### src/rtl/ddr_trk_pkg.sv
package ddr_trk_pkg;
  typedef enum logic [2:0] {
    CMD_NOP = 3'd0,
    CMD_ACT = 3'd1,
    CMD_RD  = 3'd2,
    CMD_WR  = 3'd3,
    CMD_PRE = 3'd4,
    CMD_REF = 3'd5,
    CMD_MRS = 3'd6,
    CMD_RSV = 3'd7
  } cmd_e;

  localparam int NUM_ERR  = 4;
  localparam int CODE_W   = 3;
  localparam int ERR_ACT  = 0;
  localparam int ERR_RW   = 1;
  localparam int ERR_MRS  = 2;
  localparam int ERR_REF  = 3;
endpackage

### src/rtl/ddr_trk_bank.sv
module ddr_trk_bank #(
  parameter int ROW_W = 14
) (
  input  logic             clk_i,
  input  logic             rst_ni,
  input  logic             open_i,
  input  logic             close_i,
  input  logic [ROW_W-1:0] row_i,
  output logic             active_o,
  output logic [ROW_W-1:0] row_o
);
  logic             act_q;
  logic [ROW_W-1:0] row_q;

  always_ff @(posedge clk_i or negedge rst_ni) begin
    if (!rst_ni) begin
      act_q <= 1'b0;
      row_q <= '0;
    end else if (open_i) begin
      act_q <= 1'b1;
      row_q <= row_i;
    end else if (close_i) begin
      act_q <= 1'b0;
    end
  end

  assign active_o = act_q;
  assign row_o    = row_q;

  AST_OPEN_ROW: assert property (@(posedge clk_i) disable iff (!rst_ni)
    open_i |=> active_o && (row_o == $past(row_i)));
  AST_CLOSE_IDLE: assert property (@(posedge clk_i) disable iff (!rst_ni)
    (close_i && !open_i) |=> !active_o);
endmodule

### src/rtl/ddr_trk_burst.sv
module ddr_trk_burst #(
  parameter int CNT_W = 4,
  parameter int BA_W  = 2
) (
  input  logic             clk_i,
  input  logic             rst_ni,
  input  logic             start_i,
  input  logic [CNT_W-1:0] len_i,
  input  logic             ap_i,
  input  logic [BA_W-1:0]  bank_i,
  input  logic             pre_all_i,
  input  logic             pre_one_i,
  input  logic [BA_W-1:0]  pre_bank_i,
  output logic             busy_o,
  output logic             ap_close_o,
  output logic [BA_W-1:0]  ap_bank_o
);
  logic [CNT_W-1:0] cnt_q;
  logic             ap_q;
  logic [BA_W-1:0]  apb_q;
  logic             last;
  logic             pre_hit;

  assign busy_o  = (cnt_q != '0);
  assign last    = (cnt_q == CNT_W'(1));
  assign pre_hit = pre_all_i || (pre_one_i && (pre_bank_i == apb_q));

  // close at natural end, or when a new burst to another bank truncates this one
  assign ap_close_o = ap_q && busy_o &&
                      ((last && !start_i) || (start_i && (bank_i != apb_q)));
  assign ap_bank_o  = apb_q;

  always_ff @(posedge clk_i or negedge rst_ni) begin
    if (!rst_ni) begin
      cnt_q <= '0;
      ap_q  <= 1'b0;
      apb_q <= '0;
    end else if (start_i) begin
      cnt_q <= len_i;
      ap_q  <= ap_i;
      apb_q <= bank_i;
    end else begin
      if (busy_o) cnt_q <= cnt_q - CNT_W'(1);
      if (pre_hit || last) ap_q <= 1'b0;
    end
  end

  AST_BURST_START: assert property (@(posedge clk_i) disable iff (!rst_ni)
    (start_i && len_i != '0) |=> busy_o);
  AST_AP_AT_END: assert property (@(posedge clk_i) disable iff (!rst_ni)
    (ap_close_o && !start_i) |=> !busy_o);
endmodule

### src/rtl/ddr_trk_err.sv
module ddr_trk_err #(
  parameter int NUM_ERR = 4,
  parameter int CODE_W  = 3
) (
  input  logic               clk_i,
  input  logic               rst_ni,
  input  logic [NUM_ERR-1:0] viol_i,
  input  logic               clr_i,
  output logic [NUM_ERR-1:0] flags_o,
  output logic [CODE_W-1:0]  code_o
);
  logic [NUM_ERR-1:0] flags_q;
  logic [CODE_W-1:0]  code_q;
  logic [CODE_W-1:0]  viol_code;

  always_comb begin
    viol_code = '0;
    for (int i = NUM_ERR - 1; i >= 0; i--)
      if (viol_i[i]) viol_code = CODE_W'(i + 1);
  end

  always_ff @(posedge clk_i or negedge rst_ni) begin
    if (!rst_ni) begin
      flags_q <= '0;
      code_q  <= '0;
    end else begin
      flags_q <= (clr_i ? '0 : flags_q) | viol_i;
      if (clr_i || code_q == '0) code_q <= viol_code;
    end
  end

  assign flags_o = flags_q;
  assign code_o  = code_q;

  AST_FLAGS_STICKY: assert property (@(posedge clk_i) disable iff (!rst_ni)
    !clr_i |=> (($past(flags_q) & ~flags_q) == '0));
  AST_FIRST_CODE: assert property (@(posedge clk_i) disable iff (!rst_ni)
    (!clr_i && code_q != '0) |=> $stable(code_q));
endmodule

### src/rtl/ddr_bank_tracker.sv
module ddr_bank_tracker
  import ddr_trk_pkg::*;
#(
  parameter int NUM_BANKS = 4,
  parameter int ROW_W     = 14,
  parameter int CNT_W     = 4
) (
  input  logic                       clk_i,
  input  logic                       rst_ni,
  input  logic                       cke_i,
  input  logic [2:0]                 cmd_i,
  input  logic [1:0]                 ba_i,
  input  logic [13:0]                addr_i,
  input  logic [1:0]                 bl_i,
  input  logic                       err_clr_i,
  output logic [NUM_BANKS-1:0]       bank_active_o,
  output logic [NUM_BANKS*ROW_W-1:0] open_row_o,
  output logic                       burst_o,
  output logic [11:0]                col_o,
  output logic [NUM_ERR-1:0]         err_flags_o,
  output logic [CODE_W-1:0]          err_code_o
);
  localparam int BA_W   = $clog2(NUM_BANKS);
  localparam int AP_BIT = 10;
  localparam int COL_W  = 12;

  cmd_e                 cmd;
  logic [NUM_BANKS-1:0] sel_oh;
  logic [NUM_BANKS-1:0] act_q;
  logic                 is_act, is_rw, is_pre, is_ref, is_mrs;
  logic                 tgt_open, any_open;
  logic                 act_ok, rw_ok;
  logic                 pre_all, pre_one;
  logic [CNT_W-1:0]     burst_len;
  logic                 busy, ap_close;
  logic [BA_W-1:0]      ap_bank;
  logic [NUM_ERR-1:0]   viol;
  logic [COL_W-1:0]     col_q;

  assign cmd    = cmd_e'(cmd_i);
  assign is_act = cke_i && (cmd == CMD_ACT);
  assign is_rw  = cke_i && (cmd == CMD_RD || cmd == CMD_WR);
  assign is_pre = cke_i && (cmd == CMD_PRE);
  assign is_ref = cke_i && (cmd == CMD_REF);
  assign is_mrs = cke_i && (cmd == CMD_MRS);

  assign tgt_open = |(act_q & sel_oh);
  assign any_open = |act_q;
  assign act_ok   = is_act && !tgt_open;
  assign rw_ok    = is_rw && tgt_open;
  assign pre_all  = is_pre && addr_i[AP_BIT];
  assign pre_one  = is_pre && !addr_i[AP_BIT];

  always_comb begin
    viol          = '0;
    viol[ERR_ACT] = is_act && tgt_open;
    viol[ERR_RW]  = is_rw && !tgt_open;
    viol[ERR_MRS] = is_mrs && (any_open || busy);
    viol[ERR_REF] = is_ref && any_open;
  end

  // two transfers per clock: cycles = BL/2
  always_comb begin
    unique case (bl_i)
      2'd2:    burst_len = CNT_W'(2);
      2'd3:    burst_len = CNT_W'(4);
      default: burst_len = CNT_W'(1);
    endcase
  end

  for (genvar g = 0; g < NUM_BANKS; g++) begin : g_bank
    logic close_g;
    assign sel_oh[g] = (ba_i == BA_W'(g));
    assign close_g   = pre_all || (pre_one && sel_oh[g]) ||
                       (ap_close && (ap_bank == BA_W'(g)));
    ddr_trk_bank #(.ROW_W(ROW_W)) u_bank (
      .clk_i    (clk_i),
      .rst_ni   (rst_ni),
      .open_i   (act_ok && sel_oh[g]),
      .close_i  (close_g),
      .row_i    (addr_i[ROW_W-1:0]),
      .active_o (act_q[g]),
      .row_o    (open_row_o[g*ROW_W +: ROW_W])
    );
  end

  ddr_trk_burst #(.CNT_W(CNT_W), .BA_W(BA_W)) u_burst (
    .clk_i      (clk_i),
    .rst_ni     (rst_ni),
    .start_i    (rw_ok),
    .len_i      (burst_len),
    .ap_i       (addr_i[AP_BIT]),
    .bank_i     (ba_i),
    .pre_all_i  (pre_all),
    .pre_one_i  (pre_one),
    .pre_bank_i (ba_i),
    .busy_o     (busy),
    .ap_close_o (ap_close),
    .ap_bank_o  (ap_bank)
  );

  ddr_trk_err #(.NUM_ERR(NUM_ERR), .CODE_W(CODE_W)) u_err (
    .clk_i   (clk_i),
    .rst_ni  (rst_ni),
    .viol_i  (viol),
    .clr_i   (err_clr_i),
    .flags_o (err_flags_o),
    .code_o  (err_code_o)
  );

  always_ff @(posedge clk_i or negedge rst_ni) begin
    if (!rst_ni) col_q <= '0;
    else if (rw_ok) col_q <= {addr_i[12], addr_i[11], addr_i[9:0]};
  end

  assign bank_active_o = act_q;
  assign burst_o       = busy;
  assign col_o         = col_q;

  AST_ACT_TWICE: assert property (@(posedge clk_i) disable iff (!rst_ni)
    (is_act && bank_active_o[ba_i]) |=> err_flags_o[ERR_ACT]);
  AST_RW_IDLE: assert property (@(posedge clk_i) disable iff (!rst_ni)
    (is_rw && !bank_active_o[ba_i]) |=> err_flags_o[ERR_RW] && $stable(col_o));
  AST_MRS_BUSY: assert property (@(posedge clk_i) disable iff (!rst_ni)
    (is_mrs && (|bank_active_o || burst_o)) |=> err_flags_o[ERR_MRS]);
  AST_REF_OPEN: assert property (@(posedge clk_i) disable iff (!rst_ni)
    (is_ref && |bank_active_o) |=> err_flags_o[ERR_REF]);
  AST_CKE_LOW: assert property (@(posedge clk_i) disable iff (!rst_ni)
    (!cke_i && !burst_o) |=> $stable(bank_active_o) && $stable(open_row_o));
endmodule

### config.mk
export PLATFORM = sky130hd
export DESIGN_NAME = ddr_bank_tracker
export DESIGN_NICKNAME = d
export VERILOG_FILES = /design/src/rtl/ddr_trk_pkg.sv /design/src/rtl/ddr_trk_bank.sv /design/src/rtl/ddr_trk_burst.sv /design/src/rtl/ddr_trk_err.sv /design/src/rtl/ddr_bank_tracker.sv
export SDC_FILE = /design/constraint.sdc
export NUM_CORES = 1
export LEC_CHECK = 0
export ABC_AREA = 1
export CAP_MARGIN = 20
export CORE_AREA = 2 2 121 76
export CTS_BUF_LIST = sky130_fd_sc_hd__clkbuf_8
export CTS_CLUSTER_SIZE = 8
export DETAILED_ROUTE_END_ITERATION = 8
export DIE_AREA = 0 0 123 78
export HOLD_SLACK_MARGIN = 0.02
export PLACE_DENSITY = 0.8
export SETUP_SLACK_MARGIN = 0.05
export SLEW_MARGIN = 40
export SYNTH_ARGS = -nofsm -noshare
export SYNTH_HDL_FRONTEND = slang
export SYNTH_SLANG_ARGS = --single-unit
### constraint.sdc
create_clock -name clk_i -period 1.5 [get_ports clk_i]
set_clock_uncertainty 0.2 [all_clocks]
set_input_delay 0.15 -clock clk_i [delete_from_list [all_inputs] [get_ports clk_i]]
set_output_delay 0.15 -clock clk_i [all_outputs]
set_load 0.01 [all_outputs]
==> results.md, run 1 <==
- The first global-routing pass estimated 16.5 mm of wire.
- The number of cells produced by synthesis is 390.
- The slew at the pin closest to its max-slew limit is 458 ps.
- The worst-case IR drop observed on VDD is 1.04 mV.
- Synthesis instantiated 30 different standard cells from the library.
- When the netlist entered floorplanning its net count stood at 417.
- The number of antenna repair diodes is 0.
- The total power is 8.57 mW.
- Of all nets on the critical path, the largest fanout is 7.
- Once routing completed, OpenROAD measured the worst setup slack at -173 ps.
- The global placer's final weighted congestion is 0.900.
- The leakage dissipation is 3.07 nW.
- The area share of the leading cell type in the synthesized netlist is 58.7%.
- The latest clock arrival within the worst-skew pair is 360 ps.
- Sorting the synthesized cells by area gives the leading types as sky130_fd_sc_hd__dfrtp_1 59%, sky130_fd_sc_hd__nand2_1 12%, sky130_fd_sc_hd__o21ai_0 4.4%, sky130_fd_sc_hd__o21ai_2 4.1%, sky130_fd_sc_hd__o21ai_1 3.8%.
- The start point of the critical path is g_bank[0].u_bank.active_o$_DFFE_PN0P_.
- The capturing element type of the critical path is a flip-flop.
- Of the cells placed in the final design, the portion with a size suffix greater than 1 is 34.5%.
- The critical path start-end classification is flip-flop to flip-flop.
- The path class of the tightest hold or removal check is input pin to flip-flop.
- Summed over all layers, the routed wires come to 11.1 mm.
- The layout overhead on the synthesized area is 60.3%.
- For the worst setup path, the data required time is 1550 ps.
- The number of H-tree branching levels is 3.
- The cell taking the most area after synthesis is sky130_fd_sc_hd__dfrtp_1.
- Once detail routing completed, the nets flagged for antenna violations numbered 0.
- Following the worst setup path forward leads to its endpoint at g_bank[0].u_bank.row_o[8]$_DFFE_PN0P_.
- The effective utilization at floorplan is 43.7%.
- The worst slew margin relative to its limit is 69.5%.
- The port buffer count is 104.
- The number of nets in the final layout is 575.
- From left edge to right edge, the die measures 123 µm.
- In this run the core area contains 26 standard-cell rows.
- Entering global routing, the biggest net connects 87 pins.
- Walking the worst path, the cells encountered are buf_6 > nand2_4 > nand2_4 > inv_2 > nand2_4 > inv_6 > nand3_4 > clkbuf_16 > nand2_1 > o21ai_2.
- The count of flip-flops with a built-in enable after synthesis is 0.
- The aggregate global-route resource usage is 22.7%.
- Clock tree synthesis found a total of 86 sinks.
- The arrival time of the worst setup path is 1730 ps.
- For this design the ratio of total power to cell area is 1460 nW/µm².
- The most frequent cell on the critical path is sky130_fd_sc_hd__nand2_4.
- Measured in cells, the most critical reg-to-reg path has a length of 10.
- No sink is reached through more buffers than the 2 on the longest clock path.
- The routed design could run at a clock period as short as 1670 ps.
- Dividing the final minimum period by the clock period gives 112%.
- Summing every instance area after synthesis gives 3670 µm².
- The most used standard cell by instance count after synthesis is sky130_fd_sc_hd__nand2_1.
- Using the TritonRoute via totals, the vias-per-cell ratio works out to 5.02.
- By count the netlist is led by 113 x sky130_fd_sc_hd__nand2_1, 86 x sky130_fd_sc_hd__dfrtp_1, 36 x sky130_fd_sc_hd__inv_1.
- The worst slack after detailed placement is -491 ps.
- After global routing the overflow that remains totals 0.
- The delay contributed by the slowest stage of the critical path is 410 ps.
- The total placed cells including tap cells is 622.
- Setup repair after global routing could not meet its margin everywhere.
- During synthesis, Yosys emitted a total of 0 warnings.
- The iteration-0 DRC count of the detailed router is 290.
- The flow ran to the end, but the final reports show violations.
- The number of optimization iterations in the first detailed-route pass is 5.
- The finished layout holds 665 standard cells, fillers aside.
- The maximum clock frequency is 598 MHz.
- The number of max-slew violations in the final report came to 0.
- Clock-pin slew was measured on the worst setup and hold paths at 90 ps.
- The final hold violation count is 0.
- The per-cell routed wire length is 16.6 µm.
- The clock tree from TritonCTS is yes.
- The number of global-route vias before repair is 3,275.
- The register bit count reported by yosys is 86.
- For this design the top-level I/O count stands at 105.
- The share of the Yosys chip area taken by registers is 58.7%.
- The slowest cell on the critical path is sky130_fd_sc_hd__dfrtp_1.
- The DRC violation count after routing is 0.
- STA classifies the critical path startpoint as a flip-flop.
- The die area is 9590 µm².
- Across the run, the number of max-cap violations was 0.
- The count of filler cells inserted in the layout is 641.
- Buffers inserted during clock tree synthesis total 9.
- After synthesis, the mean cell area works out to 9.40 µm².
- In this run the critical register-to-register path is launched from g_bank[0].u_bank.active_o$_DFFE_PN0P_.
- The most used flip-flop cell after synthesis is sky130_fd_sc_hd__dfrtp_1.
- For flop-to-flop paths, the worst setup slack is -170 ps.
- The core area is 8390 µm².
- The final reports fail on negative setup slack.
- Measured along the y axis, the die boundary spans 78 µm.
- The initial antenna violation count is 0.
- The final count of negative-setup-slack endpoints is 82.
- For this run, asynchronously set or reset flops after synthesis account for 100%.
- The half-perimeter wire length of the detailed placement result is 6.93 mm.
- The total vias in the final route is 3,338.
- The worst flop-to-flop path endpoint is g_bank[0].u_bank.row_o[8]$_DFFE_PN0P_.
- Clock tree synthesis selected as its root buffer the cell sky130_fd_sc_hd__clkbuf_8.
[cell families after synthesis]
group           after synthesis  share of synthesized area (%)
simple gates                155                           17.7
fa+ha+maj                     2                          0.682
xor+xnor                      3                          0.717
buf+inv                      60                           8.73
compound gates               84                           13.5
flops                        86                           58.7
[registers in the layout, indices dropped and copies added (netlist names)]
signal,count
g_bank.u_bank.active_o,4
u_err.flags_o,4
u_burst.ap_q,1
u_err.code_o,3
u_burst.cnt_q,4
g_bank.u_bank.row_o,56
u_burst.ap_bank_o,2
col_o,12
[worst min path at each step]
stage / end / cells past startpoint / startpoint / slack (ps)
global placement: col_o[5]$_DFFE_PN0N_ / 2 / rst_ni / 20
detailed placement: col_o[5]$_DFFE_PN0N_ / 2 / rst_ni / 30
floorplan: col_o[0]$_DFFE_PN0N_ / 0 / rst_ni / -350
finish: u_burst.ap_bank_o[1]$_DFFE_PN0N_ / 4 / ba_i[1] / 120
CTS: u_err.code_o[1]$_DFFE_PN0P_ / 3 / rst_ni / 170
global route: u_burst.ap_bank_o[1]$_DFFE_PN0N_ / 4 / ba_i[1] / 130
[cell type report]
| cell class | count | area [µm²] | share of cell area, % |
|---|---|---|---|
| Inverter | 41 | 164 | 2.79 |
| Clock buffer | 10 | 138 | 2.34 |
| Tap cell | 112 | 140 | 2.38 |
| Multi-Input combinational cell | 244 | 1560 | 26.6 |
| Timing Repair Buffer | 166 | 1650 | 28.1 |
| Clock inverter | 6 | 68.8 | 1.17 |
| Sequential cell | 86 | 2150 | 36.6 |
[layout by cell type (no fill, tap or decap), types with 4 or more instances in the layout]
master	netlist	routed
sky130_fd_sc_hd__o21ai_2	17	27
sky130_fd_sc_hd__nor2_1	21	17
sky130_fd_sc_hd__dfrtp_1	86	86
sky130_fd_sc_hd__clkbuf_8	0	10
sky130_fd_sc_hd__nand3_1	10	4
sky130_fd_sc_hd__dlygate4sd2_1	0	69
sky130_fd_sc_hd__nand2_2	1	36
sky130_fd_sc_hd__buf_12	0	9
sky130_fd_sc_hd__nand2_4	1	12
sky130_fd_sc_hd__nand3_4	0	4
sky130_fd_sc_hd__nand2_1	113	67
sky130_fd_sc_hd__nand3_2	4	6
sky130_fd_sc_hd__buf_6	6	18
sky130_fd_sc_hd__inv_2	4	7
sky130_fd_sc_hd__clkdlybuf4s15_1	0	5
sky130_fd_sc_hd__o21ai_1	28	41
sky130_fd_sc_hd__o21ai_0	32	8
sky130_fd_sc_hd__clkdlybuf4s50_1	0	21
sky130_fd_sc_hd__buf_4	4	33
sky130_fd_sc_hd__inv_1	36	32
[metrics by stage]
stage                     hold WS, ps  instance area, µm²  utilization, %  TNS, ps
after floorplan                  -346                3690               -        0
after global placement           15.4                5040            60.0   -30860
after detailed placement         26.5                5040            60.0   -34980
after CTS                         173                5550            66.2    -8910
after global routing              127                5880            70.0   -15460
final                             125                5880            70.0   -10000
[where the power goes]
part | internal, mW | total [mW] | switching, mW
combinational | 1.78 | 3.47 | 1.69
clock | 0.823 | 1.69 | 0.865
sequential | 2.95 | 3.42 | 0.469
total | 5.55 | 8.57 | 3.02
[critical path, delay by kind of cell, from the launching register on]
kind | cells | cell delay (ps)
AOI/OAI and AO/OA | 1 | 50
buffers and inverters | 4 | 500
DFF | 1 | 410
and+or+nand+nor | 5 | 390
[layer usage]
layer	share of wire (%)	global-route usage (%)	wire [µm]
met5	0	0	0
met1	42	30.1	4680
met3	9.4	7.72	1040
met4	1.4	7.16	158
met2	47	35.1	5190
[timing repair]
action                                  in CTS  in global routing
endpoints found under the hold margin       86                  0
setup buffers                               16                  8
resized for setup                          169                 84
endpoints found under the setup margin     160                 96
gates cloned                                 3                  4
hold buffers                                 1                  0
pin swaps                                   13                 12
Power figures use the tool's default switching activity.
==> inputs of run 2 (changes only) <==
==> constraint.sdc (replaced) <==
create_clock -name clk_i -period 1.4 [get_ports clk_i]
set_clock_uncertainty 0.2 [all_clocks]
set_input_delay 0.14 -clock clk_i [delete_from_list [all_inputs] [get_ports clk_i]]
set_output_delay 0.14 -clock clk_i [all_outputs]
set_load 0.01 [all_outputs]
==> results.md, run 2 (synthesis gave the netlist of run 1 again) <==
- The worst slew margin relative to its limit is 69.8%.
- The worst-path maximum fanout is 5.
- For this run, design rule violations remaining after detail routing come to 0.
- At the later pin of the worst-skew pair, clock insertion delay measures 350 ps.
- The maximum clock frequency is 578 MHz.
- In this run the cell area measured after placement is 5150 µm².
- The per-cell routed wire length is 17.0 µm.
- The per-cell via count in the routed design is 5.00.
- Entering global routing, the biggest net connects 37 pins.
- The congestion estimate from routability-driven global placement came to 0.852.
- The worst hold path belongs to the class input pin to asynchronous set/reset pin.
- The final reports fail on negative setup slack.
- After clock tree synthesis, the flow added hold-fix buffers numbering 1.
- The library cell used as clock root buffer is sky130_fd_sc_hd__clkbuf_8.
- Compared with the post-synthesis result, the final layout area differs by 62.8%.
- Summed over all layers, the global routing overflow is 0.
- The number of nets in the final layout is 607.
- The final count of negative-setup-slack endpoints is 86.
- The number of top-level design ports is 105.
- The most common cell after layout, fill and taps aside is sky130_fd_sc_hd__dfrtp_1.
- The effective utilization at floorplan is 43.7%.
- The leakage dissipation is 3.09 nW.
- The total non-filler cell area in the finished layout is 5970 µm².
- Buffers placed on the I/O ports in this run total 104.
- The total vias in the final route is 3,486.
- The number of buffers added by the clock tree synthesis step is 9.
- The iteration-0 DRC count of the detailed router is 268.
- IR analysis of the VDD net gives a maximum drop of 1.01 mV.
- The global-route layer with the greatest usage is met2.
- The number of max-slew violations in the final report is 0.
- The run finished, with violations left.
- The fraction of layout instances using a drive strength above 1 is 50.9%.
- The core area is 8390 µm².
- The aggregate global-route resource usage is 23.2%.
- TritonCTS built the clock tree.
- The global-route met3 utilization is 6.76%.
- The half-perimeter wire length of the detailed placement result is 7.27 mm.
- STA classifies the critical path endpoint as a flip-flop.
- The die covers 9590 µm².
- At the worst endpoint, the required time is 1440 ps.
- The number of global-route vias before repair was 3,270.
- The critical path start-end classification is flip-flop to flip-flop.
- Setup repair after global routing could not meet its margin everywhere.
- In this run the core area contains 26 standard-cell rows.
- The repair_antennas step left the layout with diodes totalling 0.
- The worst hold-check slack is 11.5 ps.
- The H-tree was split into 3 levels.
- The die is 123 µm wide.
- After layout, the minimum clock period comes to 1730 ps.
- The register with the most flip-flops in the layout has 56 of them.
- The count of filler cells inserted in the layout is 628.
- The first global-routing pass estimated 16.7 mm of wire.
- The total of max-cap violations is 0.
- The clock net in this run drives a total of 86 sinks.
- For this run, global-route usage on met2 was measured as 35.6%.
- The post-detailed-route count of antenna-violating nets is 0.
- STA puts the critical path data arrival time at 1770 ps.
- The slew at the pin closest to its max-slew limit is 452 ps.
- The first TritonRoute pass finished after 5 iterations.
- The height of the die is 78 µm.
- Across all setup checks in the final design, the least slack found is -330 ps.
- The wire length reported by the detailed router is 11.9 mm.
- The final hold violation count is 0.
- For this run, global-route usage on met1 was measured as 32.0%.
- The maximum number of buffers from clock root to sink is 2.
- The initial antenna violation count is 0.
- In the layout the commonest cells are 86 x sky130_fd_sc_hd__dfrtp_1, 72 x sky130_fd_sc_hd__nand2_1, 67 x sky130_fd_sc_hd__buf_4.
- The share of the clock period used by the worst path is 124%.
- The launching element type of the critical path is a flip-flop.
- After clock tree synthesis, the clock-pin slew on the worst setup and hold paths is 90 ps.
- The power per cell area is 1640 nW/µm².
[run 2: area by class of cell]
type	instances	area, µm²	area share (%)
tap	112	140	2.35
clock buffer	10	138	2.31
clock inverter	6	92.6	1.55
sequential	86	2150	36.0
timing repair buffer	198	1670	28.0
inverter	41	169	2.83
multi-input combinational	244	1610	26.9
[run 2: timing repair]
item                                    in CTS  in global routing
setup buffers                               29                 18
endpoints found under the setup margin     164                157
pin swaps                                   16                 18
hold endpoints to repair                    86                 13
gates cloned                                 2                  5
resized for setup                          253                159
[run 2: worst paths after layout]
check                                                         to                                   from  cells after the start  slack [ps]
max reg2reg                g_bank[0].u_bank.row_o[0]$_DFFE_PN0P_  g_bank[0].u_bank.active_o$_DFFE_PN0P_                     10        -330
max                        g_bank[0].u_bank.row_o[0]$_DFFE_PN0P_  g_bank[0].u_bank.active_o$_DFFE_PN0P_                     10        -330
min in group clk_i                  u_burst.cnt_q[1]$_DFFE_PN0P_                                bl_i[0]                      2         160
min                                 u_burst.cnt_q[0]$_DFFE_PN0P_                                 rst_ni                      2          10
max in group asynchronous                   col_o[3]$_DFFE_PN0N_                                 rst_ni                      3         530
min reg2reg                           u_err.flags_o[3]$_DFF_PN0_             u_err.flags_o[3]$_DFF_PN0_                      2         290
[run 2: through the flow]
stage               TNS (ps)  power, mW  setup slack [ps]  utilization, %  cells
global route          -25240       10.3              -404            71.1    697
finish                -20980       9.79              -330            71.1    697
floorplan              -1700       5.07             -68.9               -    390
global placement      -39080       6.96              -536            61.4    632
detailed placement    -42050       7.11              -561            61.4    632
CTS                   -16170       9.44              -247            69.0    679
[run 2: critical path, cell delays in order, from the launching register on]
cell                        delay [ps]
sky130_fd_sc_hd__dfrtp_1           420
sky130_fd_sc_hd__buf_6             140
sky130_fd_sc_hd__nand2_4            70
sky130_fd_sc_hd__nand2_4            60
sky130_fd_sc_hd__inv_4              70
sky130_fd_sc_hd__nand2_4            70
sky130_fd_sc_hd__inv_6              90
sky130_fd_sc_hd__nand3_4           160
sky130_fd_sc_hd__clkbuf_16         230
sky130_fd_sc_hd__nand2_2            60
sky130_fd_sc_hd__o21ai_1            60
[run 2: layer usage]
layer,part of all wire [%],wire length (µm),vias to the layer above
met3,7.2,860,15
met4,1.3,159,0
met1,44,5260,1699
met5,0,0,-
li1,-,-,1622
met2,47,5610,150
[run 2: power breakdown]
| group | total [mW] | leakage, nW | internal, mW | switching [mW] |
|---|---|---|---|---|
| Sequential | 3.66 | 1.12 | 3.16 | 0.501 |
| Combinational | 4.14 | 1.85 | 2.06 | 2.07 |
| Clock | 1.99 | 0.114 | 1.07 | 0.926 |
